==> src/rtl/sfa_pkg.sv <==
package sfa_pkg;

    localparam logic [7:0] A1_BYTE  = 8'hF6;
    localparam logic [7:0] A2_BYTE  = 8'h28;
    localparam logic [6:0] SCR_SEED = 7'h7F;

    typedef enum logic [1:0] {
        LK_HUNT    = 2'd0,
        LK_PRESYNC = 2'd1,
        LK_SYNC    = 2'd2
    } lock_state_e;

    typedef struct packed {
        logic [7:0] ks;
        logic [6:0] nxt;
    } scr_step_t;

    // Eight serial steps of x^7 + x^6 + 1; the first bit out is keystream bit 7.
    function automatic scr_step_t scr_step8(input logic [6:0] seed);
        scr_step_t  r;
        logic [6:0] s;
        s    = seed;
        r.ks = '0;
        for (int i = 7; i >= 0; i--) begin
            r.ks[i] = s[6];
            s       = {s[5:0], s[6] ^ s[5]};
        end
        r.nxt = s;
        return r;
    endfunction

endpackage

==> src/rtl/sfa_pattern_det.sv <==
module sfa_pattern_det
    import sfa_pkg::*;
(
    input  logic       clk,
    input  logic       rst_n,
    input  logic       clr,
    input  logic       adv,
    input  logic [7:0] data,
    output logic       hit
);

    logic [7:0] prev_d, prev_q;

    always_comb begin
        prev_d = prev_q;
        if (clr) begin
            prev_d = '0;
        end else if (adv) begin
            prev_d = data;
        end
    end

    always_ff @(posedge clk or negedge rst_n) begin
        if (!rst_n) begin
            prev_q <= '0;
        end else begin
            prev_q <= prev_d;
        end
    end

    // Mark: A2 byte whose previous valid byte was the last A1.
    assign hit = adv && !clr && (data == A2_BYTE) && (prev_q == A1_BYTE);

endmodule

==> src/rtl/sfa_pos_ctr.sv <==
module sfa_pos_ctr #(
    parameter  int ROWS     = 9,
    parameter  int COLS     = 1080,
    parameter  int LOAD_COL = 13,
    localparam int RW       = $clog2(ROWS),
    localparam int CW       = $clog2(COLS)
) (
    input  logic          clk,
    input  logic          rst_n,
    input  logic          clr,
    input  logic          adv,
    input  logic          load,
    output logic [RW-1:0] row,
    output logic [CW-1:0] col
);

    localparam logic [RW-1:0] LAST_ROW   = RW'(ROWS - 1);
    localparam logic [CW-1:0] LAST_COL   = CW'(COLS - 1);
    localparam logic [CW-1:0] RELOAD_COL = CW'(LOAD_COL);

    typedef struct packed {
        logic [RW-1:0] row;
        logic [CW-1:0] col;
    } pos_t;

    pos_t pos_d, pos_q;

    always_comb begin
        pos_d = pos_q;
        if (clr) begin
            pos_d = '0;
        end else if (load) begin
            pos_d.row = '0;
            pos_d.col = RELOAD_COL;
        end else if (adv) begin
            if (pos_q.col == LAST_COL) begin
                pos_d.col = '0;
                pos_d.row = (pos_q.row == LAST_ROW) ? '0 : pos_q.row + 1'b1;
            end else begin
                pos_d.col = pos_q.col + 1'b1;
            end
        end
    end

    always_ff @(posedge clk or negedge rst_n) begin
        if (!rst_n) begin
            pos_q <= '0;
        end else begin
            pos_q <= pos_d;
        end
    end

    assign row = pos_q.row;
    assign col = pos_q.col;

    a_r7_row_in_range: assert property (@(posedge clk) disable iff (!rst_n)
        row <= LAST_ROW);

    a_r7_col_in_range: assert property (@(posedge clk) disable iff (!rst_n)
        col <= LAST_COL);

    a_r2_idle_holds_position: assert property (@(posedge clk) disable iff (!rst_n)
        (!adv && !clr && !load) |=> ($stable(row) && $stable(col)));

endmodule

==> src/rtl/sfa_lock_fsm.sv <==
module sfa_lock_fsm
    import sfa_pkg::*;
#(
    parameter  int MISS_LIMIT = 4,
    localparam int MW         = $clog2(MISS_LIMIT + 1)
) (
    input  logic clk,
    input  logic rst_n,
    input  logic clr,
    input  logic adv,
    input  logic hit,
    input  logic at_exp,
    output logic load,
    output logic in_frame,
    output logic lof
);

    localparam logic [MW-1:0] MISS_LAST = MW'(MISS_LIMIT - 1);
    localparam logic [MW-1:0] MISS_CAP  = MW'(MISS_LIMIT);

    typedef struct packed {
        lock_state_e   st;
        logic [MW-1:0] miss;
        logic          lof;
    } lk_t;

    localparam lk_t LK_RST = '{st: LK_HUNT, miss: '0, lof: 1'b0};

    lk_t lk_d, lk_q;

    always_comb begin
        lk_d = lk_q;
        load = 1'b0;
        if (clr) begin
            lk_d = LK_RST;
        end else if (adv) begin
            unique case (lk_q.st)
                LK_HUNT: begin
                    if (hit) begin
                        lk_d.st = LK_PRESYNC;
                        load    = 1'b1;
                    end
                end
                LK_PRESYNC: begin
                    if (at_exp) begin
                        if (hit) begin
                            lk_d.st   = LK_SYNC;
                            lk_d.miss = '0;
                            lk_d.lof  = 1'b0;
                        end else begin
                            lk_d.st = LK_HUNT;
                        end
                    end
                end
                LK_SYNC: begin
                    if (at_exp) begin
                        if (hit) begin
                            lk_d.miss = '0;
                        end else if (lk_q.miss == MISS_LAST) begin
                            lk_d.st   = LK_HUNT;
                            lk_d.miss = '0;
                            lk_d.lof  = 1'b1;
                        end else begin
                            lk_d.miss = lk_q.miss + 1'b1;
                        end
                    end
                end
                default: lk_d = LK_RST;
            endcase
        end
    end

    always_ff @(posedge clk or negedge rst_n) begin
        if (!rst_n) begin
            lk_q <= LK_RST;
        end else begin
            lk_q <= lk_d;
        end
    end

    assign in_frame = (lk_q.st == LK_SYNC);
    assign lof      = lk_q.lof;

    logic was_presync;
    assign was_presync = (lk_q.st == LK_PRESYNC);

    a_r4_lock_after_confirm: assert property (@(posedge clk) disable iff (!rst_n)
        $rose(in_frame) |-> $past(was_presync));

    a_r5_miss_below_limit: assert property (@(posedge clk) disable iff (!rst_n)
        lk_q.miss < MISS_CAP);

    a_r5_lof_only_from_lock: assert property (@(posedge clk) disable iff (!rst_n)
        $rose(lof) |-> $past(in_frame));

    a_r6_lof_clear_in_frame: assert property (@(posedge clk) disable iff (!rst_n)
        in_frame |-> !lof);

endmodule

==> src/rtl/sfa_descrambler.sv <==
module sfa_descrambler
    import sfa_pkg::*;
(
    input  logic       clk,
    input  logic       rst_n,
    input  logic       clr,
    input  logic       adv,
    input  logic       skip,
    input  logic       scr_en,
    input  logic [7:0] din,
    output logic [7:0] dout
);

    logic [6:0] lfsr_d, lfsr_q;
    scr_step_t  step;

    always_comb begin
        step   = scr_step8(lfsr_q);
        lfsr_d = lfsr_q;
        if (clr) begin
            lfsr_d = SCR_SEED;
        end else if (adv) begin
            // Overhead bytes of row 0 keep the generator at its seed.
            lfsr_d = skip ? SCR_SEED : step.nxt;
        end
        dout = (scr_en && !skip) ? (din ^ step.ks) : din;
    end

    always_ff @(posedge clk or negedge rst_n) begin
        if (!rst_n) begin
            lfsr_q <= SCR_SEED;
        end else begin
            lfsr_q <= lfsr_d;
        end
    end

endmodule

==> src/rtl/sfa_frame_aligner.sv <==
module sfa_frame_aligner
    import sfa_pkg::*;
#(
    parameter  int STS_N      = 12,
    parameter  int ROWS       = 9,
    parameter  int MISS_LIMIT = 4,
    localparam int COLS       = 90 * STS_N,
    localparam int RW         = $clog2(ROWS),
    localparam int CW         = $clog2(COLS)
) (
    input  logic          clk,
    input  logic          rst_n,
    input  logic          chan_en,
    input  logic          scr_en,
    input  logic          in_valid,
    input  logic [7:0]    in_data,
    output logic          out_valid,
    output logic [7:0]    out_data,
    output logic          out_sof,
    output logic [RW-1:0] out_row,
    output logic [CW-1:0] out_col,
    output logic          in_frame,
    output logic          lof
);

    localparam logic [CW-1:0] MARK_COL = CW'(STS_N);
    localparam logic [CW-1:0] TOH_COLS = CW'(3 * STS_N);

    typedef struct packed {
        logic          valid;
        logic [7:0]    data;
        logic          sof;
        logic [RW-1:0] row;
        logic [CW-1:0] col;
    } out_t;

    logic          clr;
    logic          hit;
    logic          load;
    logic          at_exp;
    logic          skip;
    logic          locked;
    logic [RW-1:0] cur_row;
    logic [CW-1:0] cur_col;
    logic [7:0]    plain;
    out_t          out_d, out_q;

    assign clr    = !chan_en;
    assign at_exp = (cur_row == '0) && (cur_col == MARK_COL);
    assign skip   = (cur_row == '0) && (cur_col < TOH_COLS);

    sfa_pattern_det u_det (
        .clk   (clk),
        .rst_n (rst_n),
        .clr   (clr),
        .adv   (in_valid),
        .data  (in_data),
        .hit   (hit)
    );

    sfa_lock_fsm #(
        .MISS_LIMIT (MISS_LIMIT)
    ) u_lock (
        .clk      (clk),
        .rst_n    (rst_n),
        .clr      (clr),
        .adv      (in_valid),
        .hit      (hit),
        .at_exp   (at_exp),
        .load     (load),
        .in_frame (locked),
        .lof      (lof)
    );

    sfa_pos_ctr #(
        .ROWS     (ROWS),
        .COLS     (COLS),
        .LOAD_COL (STS_N + 1)
    ) u_pos (
        .clk   (clk),
        .rst_n (rst_n),
        .clr   (clr),
        .adv   (in_valid),
        .load  (load),
        .row   (cur_row),
        .col   (cur_col)
    );

    sfa_descrambler u_dscr (
        .clk    (clk),
        .rst_n  (rst_n),
        .clr    (clr),
        .adv    (in_valid),
        .skip   (skip),
        .scr_en (scr_en),
        .din    (in_data),
        .dout   (plain)
    );

    always_comb begin
        out_d = out_q;
        if (clr) begin
            out_d = '0;
        end else begin
            out_d.valid = in_valid;
            out_d.sof   = in_valid && locked && (cur_row == '0) && (cur_col == '0);
            if (in_valid) begin
                out_d.data = plain;
                out_d.row  = cur_row;
                out_d.col  = cur_col;
            end
        end
    end

    always_ff @(posedge clk or negedge rst_n) begin
        if (!rst_n) begin
            out_q <= '0;
        end else begin
            out_q <= out_d;
        end
    end

    assign out_valid = out_q.valid;
    assign out_data  = out_q.data;
    assign out_sof   = out_q.sof;
    assign out_row   = out_q.row;
    assign out_col   = out_q.col;
    assign in_frame  = locked;

    a_r1_disable_forces_oof: assert property (@(posedge clk) disable iff (!rst_n)
        !chan_en |=> (!in_frame && !lof && !out_valid && !out_sof));

    a_r2_valid_follows_input: assert property (@(posedge clk) disable iff (!rst_n)
        (chan_en && in_valid) |=> out_valid);

    a_r2_idle_gives_no_valid: assert property (@(posedge clk) disable iff (!rst_n)
        !in_valid |=> !out_valid);

    a_r7_sof_only_when_locked: assert property (@(posedge clk) disable iff (!rst_n)
        out_sof |-> (in_frame && out_valid));

endmodule

==> config.mk <==
export PLATFORM = sky130hd
export DESIGN_NAME = sfa_frame_aligner
export DESIGN_NICKNAME = d
export VERILOG_FILES = /design/src/rtl/sfa_pkg.sv /design/src/rtl/sfa_pattern_det.sv /design/src/rtl/sfa_pos_ctr.sv /design/src/rtl/sfa_lock_fsm.sv /design/src/rtl/sfa_descrambler.sv /design/src/rtl/sfa_frame_aligner.sv
export SDC_FILE = /design/constraint.sdc
export NUM_CORES = 1
export LEC_CHECK = 0
export ABC_AREA = 0
export ABC_CLOCK_PERIOD_IN_PS = 2800
export BUFFER_PORTS_ARGS = -buffer_cell sky130_fd_sc_hd__buf_2
export CAP_MARGIN = 20
export CORE_MARGIN = 4
export CORE_UTILIZATION = 30
export DETAILED_ROUTE_END_ITERATION = 10
export GPL_TIMING_DRIVEN = 0
export PLACE_DENSITY_LB_ADDON = 0.1
export SETUP_SLACK_MARGIN = 0.15
export SLEW_MARGIN = 20
export SYNTH_ARGS = -nofsm -noshare
export SYNTH_HDL_FRONTEND = slang
export SYNTH_SLANG_ARGS = --single-unit
==> constraint.sdc <==
create_clock -name clk -period 2.8 [get_ports clk]
set_input_delay 0.14 -clock clk [delete_from_list [all_inputs] [get_ports clk]]
set_output_delay 0.14 -clock clk [all_outputs]
set_load 0.02 [all_outputs]
; After elaboration in Yosys (flattened, before gate mapping)
; Index checks and enable logic that the tools add are counted.
[word_totals]
regBits = 61
inputBits = 13
out_inout_bits = 27
word_cells = 94
[classes]
n_addsub = 3
magnitude_cmp = 1
eq_ne = 18
muxes = 34
bitwise_logic = 9
n_reduce_logical = 17
[op_table]
columns = cell, n
row1 = 15-bit two-way mux, 4
row2 = 8-bit two-way mux, 4
row3 = 25-bit two-way mux, 1
row4 = 6-bit two-way mux, 4
row5 = 7-bit two-way mux, 3
row6 = "3-bit inequality test, second input constant", 5
row7 = 4-bit two-way mux, 3
row8 = 4-bit case mux with 3 select lines, 1
row9 = "11-bit by 1-bit adder with 11-bit output, second input constant", 1
row10 = "11-bit equality test, second input constant", 1
row11 = "11-bit by 4-bit equality test with 1-bit output, second input constant", 1
row12 = 11-bit logical NOT, 1
row13 = "11-bit by 6-bit less-than comparator with 1-bit output, second input constant", 1
row14 = 11-bit two-way mux, 1
row15 = 1-bit logical AND, 9
row16 = "8-bit by 6-bit equality test with 1-bit output, second input constant", 1
row17 = "8-bit equality test, second input constant", 1
row18 = 2-bit two-way mux, 4
row19 = 1-bit bitwise XOR, 8
row20 = 8-bit bitwise XOR, 1
row21 = 7-bit AND reduction, 1
row22 = 1-bit two-way mux, 6
row23 = 3-bit two-way mux, 2
row24 = "3-bit by 1-bit inequality test with 1-bit output, second input constant", 2
row25 = 16 further kinds, 16

; Logic depth before layout (Yosys ltp)
[depth]
ltp_word = 9
mapped_depth = 7
ltp_nobuf = 7

; Cells and area by module
; A second synthesis with hierarchy kept.
[hier_totals]
hier_cells = 313
area_unflattened_um2 = 3199.3
[modules_own_cells]
columns = mod, n_inst, cells_each, area_per_inst_um2, seq_area_each_um2
row1 = sfa_frame_aligner, 1, 90, 1062.3, 625.6
row2 = sfa_pos_ctr, 1, 94, 892.1, 375.4
row3 = sfa_descrambler, 1, 53, 480.5, 183.9
row4 = sfa_pattern_det, 1, 33, 384.1, 200.2
row5 = sfa_lock_fsm, 1, 43, 380.4, 150.1

; Least setup slack after synthesis
; No wires, ideal clock.
[synth_timing]
path_type = register -> register
startpoint = register u_pos.pos_q (netlist bit u_pos.row[0])
endpoint = register out_q (netlist bit out_data[0])
setup_ns = 0.137
t_arrival_ns = 1.821
t_required_ns = 2.663
slack_ns = 0.843
stages_incl_launch_ff = 8
n_path_buf = 0
period_less_slack_ns = 1.957
cell_sequence = dfrtp_1 -> inv_1 -> ha_1 -> or4b_4 -> o31ai_4 -> nand2b_1 -> xor2_1 -> a21oi_1
[synth_between]
elab_chain_cells = 7
[synth_lines]
columns = element, line
row1 = "start, declared", sfa_pos_ctr.sv:26  ; pos_t pos_d, pos_q;
row2 = "start signal, assigned", sfa_pos_ctr.sv:49  ; pos_q <= pos_d;
row3 = 4-bit logical NOT, sfa_frame_aligner.sv:50  ; assign skip = (cur_row == '0) && (cur_col < TOH_COLS);
row4 = 1-bit logical AND, sfa_frame_aligner.sv:50
row5 = 1-bit logical NOT, sfa_descrambler.sv:26  ; dout = (scr_en && !skip) ? (din ^ step.ks) : din;
row6 = 1-bit logical AND, sfa_descrambler.sv:26
row7 = 8-bit two-way mux, sfa_descrambler.sv:26
row8 = 8-bit two-way mux, sfa_frame_aligner.sv:107  ; if (in_valid) begin
row9 = 25-bit two-way mux, sfa_frame_aligner.sv:102  ; if (clr) begin
row10 = "end signal, assigned", sfa_frame_aligner.sv:119  ; out_q <= out_d;
row11 = "end, declared", sfa_frame_aligner.sv:46  ; out_t out_d, out_q;
; No other way between the ends. The select of a mux whose other input is x is not followed.
; A chain may end at the register's enable or synchronous reset.

; Final worst setup path
; Ends and elaborated chain as after synthesis.

==> impl_metrics.json <==
{
  "yosys-top-cells-count": "dfrtp_1, nor2_1, mux2i_1, o21ai_0, xnor2_1",
  "numCtsBuffers": 9,
  "first_global_vias": 2360,
  "switching_share_pct": 26.2,
  "cts_root_buf": "clkbuf_8",
  "synth_flop_cell": "dfrtp_1",
  "diodes": 0,
  "seq_power_share_pct": 49.7,
  "power.static_leakage_nw": 1.77,
  "synth-seq-cells": 61,
  "yosysTopAreaCellShare_pct": 43.7,
  "synth_top_area_cell": "dfrtp_1",
  "min_period_ps": 2250,
  "drtPass1Iterations": 4,
  "max_slew_margin_pct": 47.7,
  "core-area_mm2": 0.00991,
  "cts_tree": "done",
  "syn_inst": 309,
  "worstPathRequired_ps": 3000,
  "hold_slack_ps": 98.6,
  "p_per_area_mw_per_mm2": 500,
  "fill_cells": 1053,
  "synth_area_per_cell_um2": 10.0,
  "area_growth_pct": 18.6,
  "clockBufferDepth": 2,
  "multi_input_area_mm2": 0.00143,
  "synth-edff-count": 0,
  "postCtsHoldBufs": 1,
  "cts_setup_buffers": 0,
  "synthArstFlopShare_pct": 100,
  "place.gp.congestion": 0.782,
  "grt_antenna_before_repair": 0,
  "die_h_um": 109,
  "grt_max_degree": 36,
  "fin_skew_ps": 11.1,
  "synth.most_common_cell": "dfrtp_1",
  "clockPowerShare_pct": 42.3,
  "final_max_slew_viol_count": 0,
  "vdd_drop_max_v": 0.000194,
  "floorplan.rows": 36,
  "fin_tns_setup_ps": 0,
  "cts.sinks": 61,
  "ios": 40,
  "fmax_mhz": 445,
  "via_per_inst": 4.71,
  "seq_area_frac_synth_pct": 49.7,
  "grt_usage_pct": 14.2,
  "drt_iter0_drc": 163,
  "htreeDepth": 3,
  "worst_pin_slew_ps": 785,
  "regArea_mm2": 0.00154,
  "drive_gt1_share_pct": 20.3,
  "die-area_mm2": 0.0120,
  "worstPathMaxFanout": 8,
  "place_hpwl_um": 5610,
  "final_core_util_pct": 37.0,
  "status": "completed",
  "drc": 0,
  "dieWidth_um": 109,
  "finalHoldViolations": 0,
  "ys_warn_count": 0,
  "synth_nets": 327,
  "setup_viol": 0,
  "routed_wl_um": 7900,
  "ctsResizeCount": 0,
  "ant_nets": 0,
  "cp.arrival_ps": 2450,
  "initial_core_util_pct": 31.2,
  "io_buffers": 37,
  "min-delay-path-class": "in -> reg",
  "p_int_mw": 1.35,
  "routed-via-count": 2340,
  "maxCapViolCount": 0,
  "synth_area_mm2": 0.00309,
  "ys_types": 51,
  "worstSetupPathType": "reg -> reg",
  "wl_per_cell_um": 15.9,
  "cp-end-kind": "register",
  "clock_latency_ps": 340,
  "min_period_over_period_pct": 80.3,
  "crit_path_start_kind": "register",
  "path_clk_slew_ps": 80,
  "rsz0062_at_grt": "false",
  "grt_overflow": 0,
  "yosys-top-cells-area": "dfrtp_1, mux2i_1, dfstp_2",
  "nets": 377,
  "p_sw_uw": 480,
  "grt_pass1_wl_um": 13000,
  "combPwrFrac_pct": 8.0
}
[per-layer routing]
layer  vias to the layer above  part of all wire (%)  global-route usage (%)  wire [um]
met3                         7                   3.0                    2.70        237
met4                         0                   1.2                    4.81         94
met2                        40                    43                    20.5       3410
li1                       1160                     -                       -          -
met1                      1133                    53                    21.3       4160
met5                         -                     0                       0          0
[registers in the layout, indices dropped and copies added, names as in the netlist]
signal and cells:
out_col 11, out_data 8, out_row 4, out_sof 1
out_valid 1, u_det.prev_q 8, u_dscr.lfsr_q 7, u_lock.lk_q 5
u_lock.lof 1, u_pos.col 11, u_pos.row 4
[critical path, stage by stage, from the launching register on]
cell and delay, ps:
dfrtp_1 440, inv_1 90, ha_1 180, or4b_4 530, o31ai_4 420, nand2b_1 190
xor2_1 180, a21oi_1 90
[power by group through the flow]
stage          Clock [mW]  Combinational [mW]  Sequential (mW)
2_1_floorplan           0              0.0674            0.936
3_3_place_gp            0               0.146            0.926
3_5_place_dp            0               0.150            0.926
4_1_cts             0.803               0.151            0.910
5_1_grt             0.848               0.164            0.913
6_report            0.775               0.147            0.910
[through the flow]
| stage | worst slack [ps] | power (mW) | std cells | cell area, um2 |
|---|---|---|---|---|
| floorplan | 843 | 1.00 | 309 | 3090 |
| CTS | 553 | 1.86 | 497 | 3660 |
| global placement | 533 | 1.07 | 479 | 3440 |
| global route | 444 | 1.92 | 497 | 3660 |
| finish | 551 | 1.83 | 497 | 3660 |
| detailed placement | 566 | 1.08 | 480 | 3460 |
[area by class of cell]
| class | instances | area share (%) |
|---|---|---|
| repair buffers | 39 | 5.94 |
| flip-flops and latches | 61 | 41.9 |
| clock inverters | 7 | 1.81 |
| plain buffers | 17 | 1.88 |
| inverters | 15 | 1.54 |
| well taps | 133 | 4.54 |
| clock buffers | 9 | 3.38 |
| multi-input cells | 216 | 39.0 |
[worst paths after layout]
path,slack [ps],to,startpoint,cells after the start
worst max-delay path,550,out_data[0],u_pos.row[0],7
worst min-delay path,100,u_det.prev_q[1],in_data[1],3
worst max register to register,550,out_data[0],u_pos.row[0],7
worst min register to register,490,u_lock.lk_q[3],u_lock.lk_q[3],1
max in group asynchronous,1940,u_dscr.lfsr_q[1],rst_n,3
min in group asynchronous,260,out_col[7],rst_n,2
[cells by family (layout without fill, tap and decap cells)]
logic type                 Yosys count  in the layout  synth area share [%]
AOI/OAI and AO/OA                   53             53                  11.1
xor gates and xnor gates            25             25                  7.09
buffers and inverters               32             87                  4.05
adders and majority gates            5              5                  2.02
DFF                                 61             61                  49.7
muxes                               24             24                  7.81
and+or+nand+nor                    109            109                  18.3
[layout by cell type, fill, tap and decap left out, drive strengths merged, types with 3 or more instances in the layout]
cell type / count
dfrtp: 54
nor2: 46
buf: 44
mux2i: 23
o21ai: 20
clkbuf: 20
xnor2: 17
nand2: 16
a21oi: 16
inv: 15
nor3: 11
nand3: 9
xor2: 8
dfstp: 7
a22oi: 6
ha: 5
clkinv: 5
nand4b: 4
nand4: 4
nor2b: 3
nand2b: 3
(Power assumes the default switching activity.)
